File: config.mk
export PLATFORM = sky130hd
export DESIGN_NAME = stash_coh_ctrl
export DESIGN_NICKNAME = d
export VERILOG_FILES = /design/src/rtl/stash_coh_pkg.sv /design/src/rtl/stash_line_state.sv /design/src/rtl/stash_miss_tracker.sv /design/src/rtl/stash_kend_seq.sv /design/src/rtl/stash_coh_ctrl.sv
export SDC_FILE = /design/constraint.sdc
export NUM_CORES = 1
export LEC_CHECK = 0
export BUFFER_PORTS_ARGS = -buffer_cell sky130_fd_sc_hd__buf_4
export CORE_ASPECT_RATIO = 1.75
export CORE_MARGIN = 4
export CORE_UTILIZATION = 57
export CTS_BUF_LIST = sky130_fd_sc_hd__clkbuf_8 sky130_fd_sc_hd__clkbuf_16
export CTS_CLUSTER_DIAMETER = 100
export DETAILED_ROUTE_END_ITERATION = 8
export PLACE_DENSITY = 0.76
export SLEW_MARGIN = 30
export SYNTH_ARGS = -nofsm -noshare
export SYNTH_HDL_FRONTEND = slang
export SYNTH_SLANG_ARGS = --single-unit
File: constraint.sdc
create_clock -name clk -period 6.5 [get_ports clk]
set_input_delay 0.325 -clock clk [delete_from_list [all_inputs] [get_ports clk]]
set_output_delay 0.325 -clock clk [all_outputs]
set_load 0.01 [all_outputs]
File: src/rtl/stash_coh_pkg.sv
package stash_coh_pkg;
   typedef enum logic [1:0] {
      WS_INV = 2'd0,
      WS_VAL = 2'd1,
      WS_REG = 2'd2
   } word_st_e;
endpackage

File: src/rtl/stash_line_state.sv
module stash_line_state
   import stash_coh_pkg::*;
#(
   parameter int WORDS = 16,
   parameter int TAG_W = 20
) (
   input  logic               clk,
   input  logic               rst_n,
   input  logic               alloc,
   input  logic [TAG_W-1:0]   alloc_tag,
   input  logic               rsp_en,
   input  logic               rsp_reg,
   input  logic [WORDS-1:0]   rsp_mask,
   input  logic               kend_fire,
   output logic [TAG_W-1:0]   tag_q,
   output logic               tag_ok_q,
   output logic [2*WORDS-1:0] st_vec
);
   always_ff @(posedge clk) begin
      if (!rst_n) begin
         tag_q    <= '0;
         tag_ok_q <= 1'b0;
      end else if (alloc) begin
         tag_q    <= alloc_tag;
         tag_ok_q <= 1'b1;
      end
   end

   for (genvar w = 0; w < WORDS; w++) begin : g_word
      word_st_e st_q, st_d;
      always_comb begin
         st_d = st_q;
         if (alloc) begin
            st_d = WS_INV;
         end else begin
            if (kend_fire && st_q != WS_REG) st_d = WS_INV;
            if (rsp_en && rsp_mask[w]) begin
               if (rsp_reg)            st_d = WS_REG;
               else if (st_d != WS_REG) st_d = WS_VAL;
            end
         end
      end
      always_ff @(posedge clk) begin
         if (!rst_n) st_q <= WS_INV;
         else        st_q <= st_d;
      end
      assign st_vec[2*w +: 2] = st_q;
   end
endmodule

File: src/rtl/stash_miss_tracker.sv
module stash_miss_tracker #(
   parameter int NUM_LINES = 4,
   parameter int WORDS     = 16,
   parameter int TAG_W     = 20,
   parameter int MAP_W     = 6,
   localparam int LINE_W   = $clog2(NUM_LINES),
   localparam int WORD_W   = $clog2(WORDS)
) (
   input  logic                 clk,
   input  logic                 rst_n,
   input  logic                 issue,
   input  logic                 issue_reg,
   input  logic [LINE_W-1:0]    issue_line,
   input  logic [WORD_W-1:0]    issue_word,
   input  logic [TAG_W-1:0]     issue_tag,
   input  logic [MAP_W-1:0]     issue_map,
   input  logic                 req_ready,
   input  logic                 rsp_valid,
   input  logic [LINE_W-1:0]    rsp_line,
   output logic                 req_valid,
   output logic                 req_register,
   output logic [LINE_W-1:0]    req_line,
   output logic [WORD_W-1:0]    req_word,
   output logic [TAG_W-1:0]     req_tag,
   output logic [MAP_W-1:0]     req_map_idx,
   output logic [NUM_LINES-1:0] busy,
   output logic                 reg_busy_any
);
   logic [NUM_LINES-1:0] reg_busy;

   always_ff @(posedge clk) begin
      if (!rst_n) begin
         req_valid    <= 1'b0;
         req_register <= 1'b0;
         req_line     <= '0;
         req_word     <= '0;
         req_tag      <= '0;
         req_map_idx  <= '0;
      end else if (issue) begin
         req_valid    <= 1'b1;
         req_register <= issue_reg;
         req_line     <= issue_line;
         req_word     <= issue_word;
         req_tag      <= issue_tag;
         req_map_idx  <= issue_map;
      end else if (req_ready) begin
         req_valid    <= 1'b0;
      end
   end

   for (genvar l = 0; l < NUM_LINES; l++) begin : g_line
      logic hit_issue, hit_rsp;
      assign hit_issue = issue && (issue_line == LINE_W'(l));
      assign hit_rsp   = rsp_valid && (rsp_line == LINE_W'(l));
      always_ff @(posedge clk) begin
         if (!rst_n) begin
            busy[l]     <= 1'b0;
            reg_busy[l] <= 1'b0;
         end else if (hit_issue) begin
            busy[l]     <= 1'b1;
            reg_busy[l] <= issue_reg;
         end else if (hit_rsp) begin
            busy[l]     <= 1'b0;
            reg_busy[l] <= 1'b0;
         end
      end
   end

   assign reg_busy_any = |reg_busy;
endmodule

File: src/rtl/stash_kend_seq.sv
module stash_kend_seq (
   input  logic clk,
   input  logic rst_n,
   input  logic kend_pulse,
   input  logic reg_busy_any,
   output logic fire,
   output logic hold_q
);
   logic want;
   assign want = kend_pulse || hold_q;
   assign fire = want && !reg_busy_any;

   always_ff @(posedge clk) begin
      if (!rst_n) hold_q <= 1'b0;
      else        hold_q <= want && reg_busy_any;
   end
endmodule

File: src/rtl/stash_coh_ctrl.sv
module stash_coh_ctrl
   import stash_coh_pkg::*;
#(
   parameter int NUM_LINES = 4,
   parameter int WORDS     = 16,
   parameter int TAG_W     = 20,
   parameter int CORE_W    = 4,
   parameter int CORE_ID   = 3,
   parameter int MAP_W     = 6,
   localparam int LINE_W   = $clog2(NUM_LINES),
   localparam int WORD_W   = $clog2(WORDS)
) (
   input  logic              clk,
   input  logic              rst_n,
   input  logic              acc_valid,
   output logic              acc_ready,
   input  logic              acc_write,
   input  logic [LINE_W-1:0] acc_line,
   input  logic [WORD_W-1:0] acc_word,
   input  logic [TAG_W-1:0]  acc_tag,
   input  logic [MAP_W-1:0]  acc_map_idx,
   output logic              acc_hit,
   output logic              req_valid,
   input  logic              req_ready,
   output logic              req_register,
   output logic [CORE_W-1:0] req_core,
   output logic [MAP_W-1:0]  req_map_idx,
   output logic [LINE_W-1:0] req_line,
   output logic [WORD_W-1:0] req_word,
   output logic [TAG_W-1:0]  req_tag,
   input  logic              rsp_valid,
   input  logic              rsp_register,
   input  logic [LINE_W-1:0] rsp_line,
   input  logic [WORDS-1:0]  rsp_mask,
   input  logic              kernel_end
);
   if (NUM_LINES < 2 || (1 << LINE_W) != NUM_LINES) begin : g_bad_lines
      $error("NUM_LINES must be a power of two, at least 2");
   end
   if (WORDS < 2 || (1 << WORD_W) != WORDS) begin : g_bad_words
      $error("WORDS must be a power of two, at least 2");
   end
   if (CORE_ID >= (1 << CORE_W)) begin : g_bad_core
      $error("CORE_ID does not fit in CORE_W bits");
   end

   logic [TAG_W-1:0]   line_tag [NUM_LINES];
   logic [NUM_LINES-1:0] line_tag_ok;
   logic [2*WORDS-1:0] line_st [NUM_LINES];
   logic [NUM_LINES-1:0] busy;
   logic               reg_busy_any, kend_fire, kend_hold;
   logic               tag_match, accept, issue;
   word_st_e           look_st;

   assign tag_match = line_tag_ok[acc_line] && (line_tag[acc_line] == acc_tag);
   assign look_st   = tag_match ? word_st_e'(line_st[acc_line][2*acc_word +: 2]) : WS_INV;
   assign acc_hit   = acc_write ? (look_st == WS_REG) : (look_st != WS_INV);
   assign acc_ready = !req_valid && !busy[acc_line] && !kend_hold;
   assign accept    = acc_valid && acc_ready;
   assign issue     = accept && !acc_hit;
   assign req_core  = CORE_W'(CORE_ID);

   for (genvar l = 0; l < NUM_LINES; l++) begin : g_line
      logic alloc_l, rsp_l;
      assign alloc_l = issue && !tag_match && (acc_line == LINE_W'(l));
      assign rsp_l   = rsp_valid && (rsp_line == LINE_W'(l));
      stash_line_state #(.WORDS(WORDS), .TAG_W(TAG_W)) i_line (
         .clk       (clk),
         .rst_n     (rst_n),
         .alloc     (alloc_l),
         .alloc_tag (acc_tag),
         .rsp_en    (rsp_l),
         .rsp_reg   (rsp_register),
         .rsp_mask  (rsp_mask),
         .kend_fire (kend_fire),
         .tag_q     (line_tag[l]),
         .tag_ok_q  (line_tag_ok[l]),
         .st_vec    (line_st[l])
      );
   end

   stash_miss_tracker #(
      .NUM_LINES(NUM_LINES), .WORDS(WORDS), .TAG_W(TAG_W), .MAP_W(MAP_W)
   ) i_miss (
      .clk          (clk),
      .rst_n        (rst_n),
      .issue        (issue),
      .issue_reg    (acc_write),
      .issue_line   (acc_line),
      .issue_word   (acc_word),
      .issue_tag    (acc_tag),
      .issue_map    (acc_map_idx),
      .req_ready    (req_ready),
      .rsp_valid    (rsp_valid),
      .rsp_line     (rsp_line),
      .req_valid    (req_valid),
      .req_register (req_register),
      .req_line     (req_line),
      .req_word     (req_word),
      .req_tag      (req_tag),
      .req_map_idx  (req_map_idx),
      .busy         (busy),
      .reg_busy_any (reg_busy_any)
   );

   stash_kend_seq i_kend (
      .clk          (clk),
      .rst_n        (rst_n),
      .kend_pulse   (kernel_end),
      .reg_busy_any (reg_busy_any),
      .fire         (kend_fire),
      .hold_q       (kend_hold)
   );
endmodule

== Yosys cells after proc, flatten, opt, wreduce, memory -nomap -nowiden ==
Cells that the tools add are included.

* Latch bits: 0
* Memories: 0
* RAM bits: 0
* Input bits: 58
* Memory bits (read-only): 0
* Flip-flop bits (word level): 255
* Output and inout bits: 40

* Bitwise operators: 2
* Multipliers: 0
* Mux-type cells: 346
* Shifts and indexed selects: 1
* Div/mod/pow operators: 0
* Order comparisons: 2
* Add/subtract/negate cells: 0
* Eq/ne operators: 136
* Reductions and logical operators: 168

{| class="wikitable"
|+ Operators with widths
! operator !! number
|-
| $mux 2 || 321
|-
| $ne 2x2->1 const B || 128
|-
| $logic_and 1x1->1 || 148
|-
| $bmux 32 s2 || 1
|-
| $mux 32 || 2
|-
| $bmux 20 s2 || 1
|-
| $mux 20 || 2
|-
| $shiftx 32x6->2 || 1
|-
| $eq 20x20->1 || 1
|-
| $mux 1 || 17
|-
| $reduce_bool 2->1 || 6
|-
| $eq 2x2->1 const B || 5
|-
| $reduce_or 2->1 || 4
|-
| $logic_not 1->1 || 6
|-
| $bmux 1 s2 || 2
|-
| $eq 2x1->1 const B || 2
|-
| $logic_not 2->1 || 2
|-
| $reduce_or 4->1 || 1
|-
| $ge 3x3->1 const B || 1
|-
| $lt 2x3->1 const B || 1
|-
| $not 2->3 || 1
|-
| $logic_or 1x1->1 || 1
|-
| $not 1->1 || 1
|}

== Depth between registers and ports, before layout ==
Gate-level depths: netlist of run 1.

* Word-level depth: 18
* Gate-level depth with buffers: 14
* Mapped depth without buffers: 8

== Cells and area by module ==
A second synthesis of run 1 with hierarchy kept.

* Cell total of the unflattened synthesis: 1,366
* Area, all modules: 12,807.3 um2

{| class="wikitable"
|+ Modules (own cells, without submodules)
! module !! times used !! area an instance (um2) !! cells each
|-
| stash_line_state || 4 || 2,232.1 || 253
|-
| stash_coh_ctrl || 1 || 2,187.1 || 207
|-
| stash_miss_tracker || 1 || 1,651.6 || 144
|-
| stash_kend_seq || 1 || 40.0 || 3
|}

== Worst setup path before layout of run 1 ==
No wires, ideal clock.

* Path type: input to register
* Start: in acc_line[0]
* End: reg g_line[1].i_line.tag_q[3]
* Setup slack: 3,713 ps
* Data required time: 6,384 ps
* Arrival: 2,671 ps
* Stages on the path: 13
* Cells stage by stage: buf_2 > buf_6 > buf_2 > mux4_2 > xnor2_1 > nand3_1 > nor4_2 > a31oi_4 > and2_1 > buf_2 > buf_4 > mux2i_1 > nor2b_1

* Cells in the longest elaborated chain, start to end: 13
* Elaborated cells on any way between the ends: 28
* Classes of those cells: eq/ne (3); shift (1); mux (12); bitwise (1); reduce/logical (11)

{| class="wikitable"
|+ RTL lines
! what !! line !! RTL
|-
| start: declaration || stash_coh_ctrl.sv:18 || <nowiki>input logic [LINE_W-1:0] acc_line,</nowiki>
|-
| parallel branches: the longest is 12 deep, another holds $bmux 32 s2 || - ||
|-
| $logic_and 1x1->1 * || stash_coh_ctrl.sv:65 || <nowiki>assign alloc_l = issue && !tag_match && (acc_line == LINE_W'(l));</nowiki>
|-
| end signal: assignment || stash_line_state.sv:24 || <nowiki>tag_q <= alloc_tag;</nowiki>
|-
| end: declaration || stash_line_state.sv:15 || <nowiki>output logic [TAG_W-1:0] tag_q,</nowiki>
|}

Mark *: on every way between the ends. The select of a mux whose other input is x is not followed.
A chain may end at the register's enable or synchronous reset.

== Final worst setup path of run 1 ==
* Start: in acc_line[1]
* End: reg i_miss.req_tag[6]

* Cells in the longest elaborated chain, start to end: 11
* Elaborated cells on any way between the ends: 24
* Classes of those cells: eq/ne (2); shift (1); mux (12); bitwise (1); reduce/logical (8)

{| class="wikitable"
|+ RTL lines
! what !! line !! RTL
|-
| parallel branches: the longest is 10 deep, another holds $bmux 32 s2 || - ||
|-
| $logic_and 1x1->1 * || stash_coh_ctrl.sv:60 || <nowiki>assign issue = accept && !acc_hit;</nowiki>
|-
| end signal: assignment || stash_miss_tracker.sv:44 || <nowiki>req_tag <= issue_tag;</nowiki>
|-
| end: declaration || stash_miss_tracker.sv:24 || <nowiki>output logic [TAG_W-1:0] req_tag,</nowiki>
|}

Marked as above.

==> out/results.ini, run 1 <==
[status]
status=finished clean

[power_and_ir_drop]
switchingPower_mw=0.979
switching_share_pct=26.9
power.combinational.fraction_pct=15.9
seq_power_share_pct=46.0
power.static_leakage_nw=5.62
finalPower_mw=3.64
power.density_cell_area_mw_per_mm2=260
power.ir.vdd_worst_uv=227
cellInternalPower_mw=2.66
clockPowerShare_pct=38.1

[worst_setup_path]
critical_path.most_common_cell=sky130_fd_sc_hd__buf_4
largest_driver_fanout_on_the_critical_path=52
worst_stage_delay_on_the_critical_path_ps=680
setup.worst_path.start_class=input port
class_of_the_most_critical_setup_path=input port to flip-flop
cp_cell_sequence=buf_4 > buf_4 > mux4_2 > mux2i_1 > a22oi_1 > a32oi_1 > o211a_2 > o31a_2 > buf_4 > mux2i_1
worstPathArrival_ps=4360
required_ps=6930
worst_path_max_delay_cell=sky130_fd_sc_hd__buf_4
setup.worst_path.end_class=flip-flop
r2r_cells=8

[die]
design.die.area_mm2=0.0247
start_util_pct=58.3
design.core.area_mm2=0.0217
die_width_um=121
die_height_um=205
number_of_core_rows=71
io_pins=98

[clock_network]
clk_pin_slew_worst_paths_ps=60
h-tree-depth=1
cts_setup_buffers=0
post_cts_hold_buffer_count=0
clock-root-buffer=sky130_fd_sc_hd__clkbuf_16
cts_inserted_buffers=24
cts_repair_resize_count=0
tritoncts_clock_tree=built
clock_latency_ps=520
max-clock-path-buffers=3
tritoncts_num_sinks=255

[hold_path]
cells_on_worst_hold_path=3
min-delay-path-class=input port to flip-flop

[job]
maxCapViolCount=0

[route]
drt_iter0_markers=837
firstDrtPassIters=5
antenna_left=0
finalWirelength_um=32600
routed_via_density=6.05
avgRoutedWirePerCell_um=18.4
detailroute.via_count=10700
remaining_drc_errors=0

[placement]
dp_hpwl_um=21300
gpl.final_weighted_congestion=0.840
buffer_ports.inserted=93

[timing]
worst_clock_skew_ps=19.0
fin_setup_tns_ps=0
tightestPinTransition_ps=847
setup_viol=0
max_slew_margin_pct=43.3
maximum_frequency_from_static_timing_analysis_ghz=0.254
fin_crit_ps=3930
final-hold-violation-count=0
grt_setup_unrepaired=no
number_of_max_slew_violations_in_the_final_report=0
fin_crit_sh_pct=60.5
whs_ps=51.9

[synth]
yosysWarningCount=0
post_synth_instance_area_mm2=0.0126
yosysUniqueCellTypes=62
ys_seq_area_share_pct=40.4
dominantRegCellSynth=sky130_fd_sc_hd__dfxtp_1
synth-edff-count=0
synth_area_per_cell_um2=8.74
postSynthRegisterBits=255
ys_top_cells_by_area=sky130_fd_sc_hd__dfxtp_1, sky130_fd_sc_hd__mux2i_1, sky130_fd_sc_hd__nand2_1, sky130_fd_sc_hd__mux4_2, sky130_fd_sc_hd__a32oi_1
largest_area_contributor_in_the_netlist=sky130_fd_sc_hd__dfxtp_1
async_flop_share_pct=0
post-synth-top-area-fraction_pct=40.4
post_synth_inst_count=1446

[layout]
final_net_count=1516
post_route_cells_drive_above_1_share_pct=14.0
area_growth_pct=10.7
final_common_cell=sky130_fd_sc_hd__nand2_1
mostFrequentLayoutCells=sky130_fd_sc_hd__nand2_1, sky130_fd_sc_hd__dfxtp_1, sky130_fd_sc_hd__nor2_1

[global_route]
globalRouteOverflowTotal=0
grt_max_degree=106
grt_first_pass_wirelength_um=52200
number_of_antenna_violations_at_the_first_check_in_global_routing=1
track_usage_pct=25.9
number_of_global_route_vias_before_repair=10500

==> worst paths after layout <==
check                                                start  slack [ps]                            endpoint
worst max-delay path                           acc_line[1]        2570                   i_miss.req_tag[6]
worst min-delay path                        acc_map_idx[0]          50               i_miss.req_map_idx[0]
worst max register to register  g_line[1].i_line.tag_q[15]        3060  g_line[3].i_line.g_word[4].st_q[0]
worst min register to register          i_miss.req_tag[10]         460                  i_miss.req_tag[10]
==> area by class of cell <==
class	instances	area (µm²)
clock inverter	10	66.3
fill	1858	7680
multi-input combinational	1063	6890
sequential	255	5100
clock buffer	31	708
tap	292	365
antenna	1	2.50
inverter	5	18.8
timing repair buffer	109	838
==> layer usage <==
layer	routed length [µm]	track usage, %	vias up
met4	1590	12.6	0
met3	1720	3.37	104
li1	-	-	5081
met2	17300	48.4	348
met1	12000	28.4	5147
met5	0	0	-
==> cells by family after synthesis <==
group,after synthesis,synth area share [%]
AND/OR/NAND/NOR,610,21.4
flip-flops,255,40.4
AO/OA/AOI/OAI,247,12.9
multiplexers,181,18.5
buffers and inverters,130,5.36
XOR/XNOR,21,1.45
other,2,0.0594
==> sequential cells by signal (all words and copies together) (netlist names) <==
signal	flops
g_line.i_line.g_word.st_q	128
i_miss.req_valid	1
i_kend.hold_q	1
i_miss.req_word	4
g_line.i_line.tag_q	80
i_miss.busy	4
i_miss.req_register	1
i_miss.reg_busy	4
i_miss.req_line	2
i_miss.req_tag	20
i_miss.req_map_idx	6
g_line.i_line.tag_ok_q	4
==> synth_stat cells (5+ instances only) <==
library cell,count
sky130_fd_sc_hd__buf_4,15
sky130_fd_sc_hd__buf_6,12
sky130_fd_sc_hd__nor2b_1,89
sky130_fd_sc_hd__nor3_1,66
sky130_fd_sc_hd__mux2_2,9
sky130_fd_sc_hd__a32oi_1,66
sky130_fd_sc_hd__clkbuf_2,16
sky130_fd_sc_hd__a21boi_0,5
sky130_fd_sc_hd__a211oi_1,5
sky130_fd_sc_hd__mux4_2,41
sky130_fd_sc_hd__o21ai_0,70
sky130_fd_sc_hd__mux2i_1,131
sky130_fd_sc_hd__nand2_1,283
sky130_fd_sc_hd__nand3_1,8
sky130_fd_sc_hd__buf_2,10
sky130_fd_sc_hd__inv_1,5
sky130_fd_sc_hd__dfxtp_1,255
sky130_fd_sc_hd__a21oi_1,69
sky130_fd_sc_hd__clkbuf_1,68
sky130_fd_sc_hd__xnor2_1,19
sky130_fd_sc_hd__nor2_1,138
==> critical path: cells and delay by family <==
kind	cells	cell delay (ps)
buffers and inverters	3	1510
muxes	3	1150
AOI/OAI and AO/OA	4	1300
==> through the flow <==
stage	cells	utilization, %	area (µm²)	setup WS (ps)
final	1766	64.6	14000	2570
after global routing	1766	64.6	14000	2380
after CTS	1764	64.4	14000	2610
after detailed placement	1723	60.9	13200	2130
after global placement	1723	60.8	13200	1880
after floorplan	1448	-	12700	3710
==> power by group through the flow <==
stage	sequential (mW)	clock [mW]	combinational [mW]
3_3_place_gp	1.70	0	0.558
6_report	1.67	1.39	0.580
3_5_place_dp	1.71	0	0.571
4_1_cts	1.67	1.41	0.576
2_1_floorplan	1.71	0	0.402
5_1_grt	1.68	1.46	0.635
No activity file was read; power rests on OpenSTA's default activity.
==> run 2: changes to the inputs <==
==> constraint.sdc (replaced) <==
create_clock -name clk -period 3.79 [get_ports clk]
set_input_delay 0.1895 -clock clk [delete_from_list [all_inputs] [get_ports clk]]
set_output_delay 0.1895 -clock clk [all_outputs]
set_load 0.01 [all_outputs]
==> out/results.ini, run 2 (same netlist as run 1, synthesis figures left out) <==
[status]
status=finished clean  ; unchanged

[placement]
buffer_ports.inserted=93  ; unchanged
dp_slack_ps=308  ; was 2130 ps
dp_hpwl_um=21000  ; was 21300 µm
gpl.final_weighted_congestion=0.827  ; was 0.840
placed_cells_incl_taps=1732  ; was 1723

[global_route]
grt_max_degree=121  ; was 106
globalRouteOverflowTotal=0  ; unchanged
track_usage_pct=26.4  ; was 25.9%
number_of_antenna_violations_at_the_first_check_in_global_routing=0  ; was 1
grt_first_pass_wirelength_um=53800  ; was 52200 µm
number_of_global_route_vias_before_repair=10900  ; was 10500

[timing]
fin_crit_sh_pct=87.4
number_of_max_slew_violations_in_the_final_report=0  ; unchanged
max_slew_margin_pct=46.4  ; was 43.3%
final_critical_path_setup_slack_ps=477  ; was 2570 ps
fin_crit_ps=3310
maximum_frequency_from_static_timing_analysis_ghz=0.302
tightestPinTransition_ps=804  ; was 847 ps
worst_clock_skew_ps=12.0  ; was 19.0 ps
fin_setup_tns_ps=0  ; unchanged
grt_setup_unrepaired=no  ; unchanged
setup_viol=0  ; unchanged
whs_ps=11.7  ; was 51.9 ps
final-hold-violation-count=0  ; unchanged

[die]
die_height_um=205  ; unchanged
design.core.area_mm2=0.0217  ; unchanged
number_of_core_rows=71  ; unchanged
io_pins=98  ; unchanged
die_width_um=121  ; unchanged
start_util_pct=58.3  ; unchanged
design.die.area_mm2=0.0247  ; unchanged

[worst_setup_path]
setup.worst_path.end_class=primary output  ; was flip-flop
required_ps=3600  ; was 6930 ps
timing.critical_path.from=acc_line[1]  ; unchanged
class_of_the_most_critical_setup_path=input port to primary output  ; was input port to flip-flop
worstPathArrival_ps=3120  ; was 4360 ps
largest_driver_fanout_on_the_critical_path=32  ; was 52
crit-reg2reg-launch=g_line[0].i_line.tag_q[7]  ; was g_line[1].i_line.tag_q[15]
setup.worst_path.start_class=input port  ; unchanged

[power_and_ir_drop]
power.static_leakage_nw=5.87  ; was 5.62 nW
power.ir.vdd_worst_uv=366  ; was 227 µV
power.density_cell_area_mw_per_mm2=437  ; was 260 mW/mm²

[layout]
multiInputGateArea_mm2=0.00689  ; about the same
final_net_count=1566  ; was 1516
post_layout_nonfiller_instances=1817  ; was 1766
post_route_cells_drive_above_1_share_pct=14.2  ; was 14.0%
area_occupied_by_registers_mm2=0.00510  ; unchanged
layout.core_utilization_pct=67.1  ; was 64.6%
largest-register=g_line.i_line.g_word.st_q  ; unchanged
top_flop_regs=g_line.i_line.g_word.st_q: 128 flops, g_line.i_line.tag_q: 80 flops, i_miss.req_tag: 20 flops  ; unchanged
antenna_cells=0  ; was 1
area_growth_pct=15.0  ; was 10.7%
mostFrequentLayoutCells=sky130_fd_sc_hd__nand2_1, sky130_fd_sc_hd__dfxtp_1, sky130_fd_sc_hd__nor2_1  ; unchanged
num-fill-cells=1779  ; was 1858
final_common_cell=sky130_fd_sc_hd__nand2_1  ; unchanged
largest_register_ff_count=128  ; unchanged

[route]
antenna_left=0  ; unchanged
routed_via_density=5.95  ; was 6.05
remaining_drc_errors=0  ; unchanged
finalWirelength_um=32500  ; was 32600 µm
avgRoutedWirePerCell_um=17.9  ; was 18.4 µm
detailroute.via_count=10800  ; was 10700
drt_iter0_markers=764  ; was 837
firstDrtPassIters=5  ; unchanged

[clock_network]
cts_inserted_buffers=24  ; unchanged
cts_repair_resize_count=0  ; unchanged
cts_setup_buffers=0  ; unchanged
tritoncts_clock_tree=built  ; unchanged
clock-root-buffer=sky130_fd_sc_hd__clkbuf_16  ; unchanged
tritoncts_num_sinks=255  ; unchanged
clk_pin_slew_worst_paths_ps=60  ; about the same
max-clock-path-buffers=3  ; unchanged
clock_latency_ps=520  ; about the same
h-tree-depth=1  ; unchanged

[hold_path]
worstHoldStart=rsp_mask[3]  ; was acc_map_idx[0]
min-delay-path-class=input port to flip-flop  ; unchanged

[job]
maxCapViolCount=0  ; unchanged

==> run 2: path summary, 6_finish.rpt <==
check | to | slack, ps | cells past startpoint
hold reg to reg | i_miss.req_tag[1] | 460 | 2
hold / removal | g_line[1].i_line.g_word[3].st_q[1] | 10 | 3
setup reg to reg | g_line[3].i_line.tag_q[17] | 960 | 9
setup / recovery | acc_hit | 480 | 10
==> run 2: metal layers <==
metal	track usage (%)	up-vias	share of wire [%]
met5	0	-	0
met4	12.0	0	4.5
met3	2.79	94	4.5
met2	49.7	340	53
met1	29.4	5183	38
li1	-	5196	-
==> run 2: stage by stage <==
step / instance area, µm² / total power [mW]
global placement: 13300 / 3.89
finish: 14500 / 6.35
CTS: 14500 / 6.39
floorplan: 12700 / 3.62
detailed placement: 13300 / 3.92
global route: 14500 / 6.60
==> run 2: critical path, cell delays in order <==
cell                        delay, ps
sky130_fd_sc_hd__buf_4            480
sky130_fd_sc_hd__buf_4            330
sky130_fd_sc_hd__mux2i_1          200
sky130_fd_sc_hd__nor3_1            80
sky130_fd_sc_hd__a2111oi_0        600
sky130_fd_sc_hd__a21oi_1          140
sky130_fd_sc_hd__a32oi_1          310
sky130_fd_sc_hd__o211a_2          340
sky130_fd_sc_hd__o2111a_1         270
sky130_fd_sc_hd__buf_4            140
==> run 2: final cells by class <==
cell class	instances	area share, %
Timing Repair Buffer	159	9.36
Multi-Input combinational cell	1063	47.4
Tap cell	292	2.51
Inverter	5	0.129
Clock buffer	30	4.78
Clock inverter	13	0.740
Sequential cell	255	35.1
==> run 2: repair_timing <==
action / 4_1_cts / 5_1_grt
endpoints found under the setup margin: 0 / 0
hold buffers: 42 / 0
hold endpoints to repair: 105 / 0
==> run 2: report_power, final <==
| group | total [mW] | switching (mW) | internal (mW) |
|---|---|---|---|
| clock network | 2.44 | 1.02 | 1.42 |
| logic | 1.04 | 0.610 | 0.433 |
| registers | 2.87 | 0.0695 | 2.80 |
| total | 6.35 | 1.70 | 4.65 |
==> run 3: changes to the inputs <==
--- a/config.mk
+++ b/config.mk
@@ -6,13 +6,15 @@
 export NUM_CORES = 1
 export LEC_CHECK = 0
 export BUFFER_PORTS_ARGS = -buffer_cell sky130_fd_sc_hd__buf_4
+export CELL_PAD_IN_SITES_DETAIL_PLACEMENT = 0
+export CELL_PAD_IN_SITES_GLOBAL_PLACEMENT = 1
 export CORE_ASPECT_RATIO = 1.75
 export CORE_MARGIN = 4
-export CORE_UTILIZATION = 57
+export CORE_UTILIZATION = 46
 export CTS_BUF_LIST = sky130_fd_sc_hd__clkbuf_8 sky130_fd_sc_hd__clkbuf_16
 export CTS_CLUSTER_DIAMETER = 100
 export DETAILED_ROUTE_END_ITERATION = 8
-export PLACE_DENSITY = 0.76
+export PLACE_DENSITY_LB_ADDON = 0.1
 export SLEW_MARGIN = 30
 export SYNTH_ARGS = -nofsm -noshare
 export SYNTH_HDL_FRONTEND = slang
==> out/results.ini, run 3 (same netlist as run 1, synthesis figures left out) <==
[layout]
top_flop_regs=g_line.i_line.g_word.st_q: 128 flops, g_line.i_line.tag_q: 80 flops, i_miss.req_tag: 20 flops  ; unchanged
largest-register=g_line.i_line.g_word.st_q  ; unchanged
final_net_count=1581  ; was 1566
largest_register_ff_count=128  ; unchanged
mostFrequentLayoutCells=sky130_fd_sc_hd__nand2_1, sky130_fd_sc_hd__dfxtp_1, sky130_fd_sc_hd__nor2_1  ; unchanged
layout.core_utilization_pct=54.5  ; was 67.1%
num-fill-cells=2555  ; was 1779
post_route_cells_drive_above_1_share_pct=14.9  ; was 14.2%
final_common_cell=sky130_fd_sc_hd__nand2_1  ; unchanged
area_growth_pct=17.5  ; was 15.0%
antenna_cells=0  ; unchanged
post_layout_nonfiller_instances=1911  ; was 1817
post-route-cell-area_mm2=0.0149  ; was 0.0145 mm²

[worst_setup_path]
worst_stage_delay_on_the_critical_path_ps=560  ; was 600 ps
r2r_cells=8  ; was 9
critical_path_cell_count=9  ; was 10
critical_path.reg2reg.endpoint=g_line[1].i_line.g_word[13].st_q[1]  ; was g_line[3].i_line.tag_q[17]
class_of_the_most_critical_setup_path=input port to primary output  ; unchanged
setup.worst_path.start_class=input port  ; unchanged
worst_setup_path_endpoint=acc_hit  ; unchanged
required_ps=3600  ; about the same
timing.critical_path.buf_inv=3  ; unchanged
timing.critical_path.from=acc_line[1]  ; unchanged
largest_driver_fanout_on_the_critical_path=29  ; was 32
cp_top_family=buffers and inverters  ; was compound AO/OA/AOI/OAI gates
setup.worst_path.end_class=primary output  ; unchanged
worst_path_max_delay_cell=sky130_fd_sc_hd__mux4_2  ; was sky130_fd_sc_hd__a2111oi_0
cp_cell_sequence=buf_4 > buf_4 > mux4_2 > mux2i_1 > o21ai_0 > a32oi_1 > o211a_2 > o2111a_1 > buf_4  ; was buf_4 > buf_4 > mux2i_1 > nor3_1 > a2111oi_0 > a21oi_1 > a32oi_1 > o211a_2 > o2111a_1 > buf_4
worstPathArrival_ps=3090  ; was 3120 ps
critical_path.most_common_cell=sky130_fd_sc_hd__buf_4  ; unchanged
r2r_slack_ps=850  ; was 960 ps
crit-reg2reg-launch=g_line[3].i_line.tag_q[13]  ; was g_line[0].i_line.tag_q[7]

[placement]
dpl_cell_area_mm2=0.0135  ; was 0.0133 mm²
gpl.final_weighted_congestion=0.780  ; was 0.827
placed_cells_incl_taps=1816  ; was 1732
dp_hpwl_um=22900  ; was 21000 µm
buffer_ports.inserted=93  ; unchanged

[timing]
tightestPinTransition_ps=824  ; was 804 ps
final-hold-violation-count=0  ; unchanged
fin_setup_tns_ps=0  ; unchanged
max_slew_margin_pct=45.1  ; was 46.4%
maximum_frequency_from_static_timing_analysis_ghz=0.305  ; was 0.302 GHz
number_of_max_slew_violations_in_the_final_report=0  ; unchanged
fin_crit_sh_pct=86.6  ; was 87.4%
setup_viol=0  ; unchanged
worst_clock_skew_ps=13.7  ; was 12.0 ps
grt_setup_unrepaired=no  ; unchanged
fin_crit_ps=3280  ; was 3310 ps

[clock_network]
clock_latency_ps=550  ; was 520 ps
tritoncts_num_sinks=255  ; unchanged
cts_inserted_buffers=26  ; was 24
h-tree-depth=1  ; unchanged
clock-root-buffer=sky130_fd_sc_hd__clkbuf_16  ; unchanged
max-clock-path-buffers=3  ; unchanged
cts_repair_resize_count=0  ; unchanged
clk_pin_slew_worst_paths_ps=60  ; about the same
tritoncts_clock_tree=built  ; unchanged

[power_and_ir_drop]
power.ir.vdd_worst_uv=312  ; was 366 µV
power.density_cell_area_mw_per_mm2=447  ; was 437 mW/mm²
power.static_leakage_nw=5.97  ; was 5.87 nW

[die]
start_util_pct=46.4  ; was 58.3%
number_of_core_rows=80  ; was 71
die_height_um=227  ; was 205 µm
design.die.area_mm2=0.0303  ; was 0.0247 mm²
io_pins=98  ; unchanged
die_width_um=133  ; was 121 µm
design.core.area_mm2=0.0272  ; was 0.0217 mm²

[route]
drt_iter0_markers=610  ; was 764
avgRoutedWirePerCell_um=18.3  ; was 17.9 µm
firstDrtPassIters=5  ; unchanged
routed_via_density=5.56  ; was 5.95
remaining_drc_errors=0  ; unchanged
antenna_left=0  ; unchanged
detailroute.via_count=10600  ; was 10800
finalWirelength_um=34900  ; was 32500 µm

[hold_path]
min-delay-path-class=input port to flip-flop  ; unchanged

[global_route]
number_of_antenna_violations_at_the_first_check_in_global_routing=0  ; unchanged
grt_first_pass_wirelength_um=56000  ; was 53800 µm
number_of_global_route_vias_before_repair=10500  ; was 10900
grt_max_degree=87  ; was 121
track_usage_pct=22.8  ; was 26.4%
globalRouteOverflowTotal=0  ; unchanged

[status]
status=finished clean  ; unchanged

[job]
maxCapViolCount=0  ; unchanged

run 3: stage by stage:
stage / setup slack, ps / hold WS, ps / total power [mW]
4_1_cts: 482 / 8.05 / 6.72
3_3_place_gp: 246 / 443 / 3.94
2_1_floorplan: 1140 / 328 / 3.62
3_5_place_dp: 205 / 453 / 3.96
5_1_grt: 285 / 35.9 / 6.93
6_report: 510 / 34.0 / 6.64
run 3: area by class of cell:
class                   count  area (µm²)  share of cell area, %
clock buffers              33         758                   5.11
clock inverters            14         146                  0.986
inverters                   5        18.8                  0.126
multi-input cells        1063        6890                   46.4
flip-flops and latches    255        5100                   34.4
well taps                 369         462                   3.11
repair buffers            172        1470                   9.92
run 3: power breakdown:
| group | internal [mW] | leakage, nW | switching, mW | total (mW) |
|---|---|---|---|---|
| combinational | 0.445 | 3.43 | 0.619 | 1.06 |
| clock | 1.61 | 0.464 | 1.10 | 2.71 |
| sequential | 2.80 | 2.07 | 0.0688 | 2.86 |
run 3: tightest hold or removal path, stage by stage:
cell and delay [ps]:
sky130_fd_sc_hd__buf_4 120, sky130_fd_sc_hd__o211ai_1 100, sky130_fd_sc_hd__mux2i_1 120
run 3: how the worst min path moves through the flow:
stage	start	endpoint	slack (ps)	depth (start not counted)
finish	rsp_line[0]	i_miss.reg_busy[2]	30	3
global route	rsp_line[0]	i_miss.reg_busy[2]	40	3
CTS	rsp_line[0]	i_miss.reg_busy[2]	8	3
detailed placement	g_line[0].i_line.tag_ok_q	g_line[0].i_line.tag_ok_q	450	1
global placement	acc_map_idx[5]	i_miss.req_map_idx[5]	440	3
floorplan	acc_map_idx[0]	i_miss.req_map_idx[0]	330	2
run 3: layer usage:
metal | vias up | global-route usage (%) | part of all wire (%)
met5 | - | 0 | 0
met2 | 201 | 43.6 | 54
met4 | 0 | 9.10 | 3.6
met1 | 5142 | 25.7 | 39
li1 | 5235 | - | -
met3 | 53 | 2.34 | 3.4
run 3: timing repair:
action                    in CTS  in global routing
hold buffers                  48                  0
buffers inserted               0                  0
hold endpoints to repair     152                  0
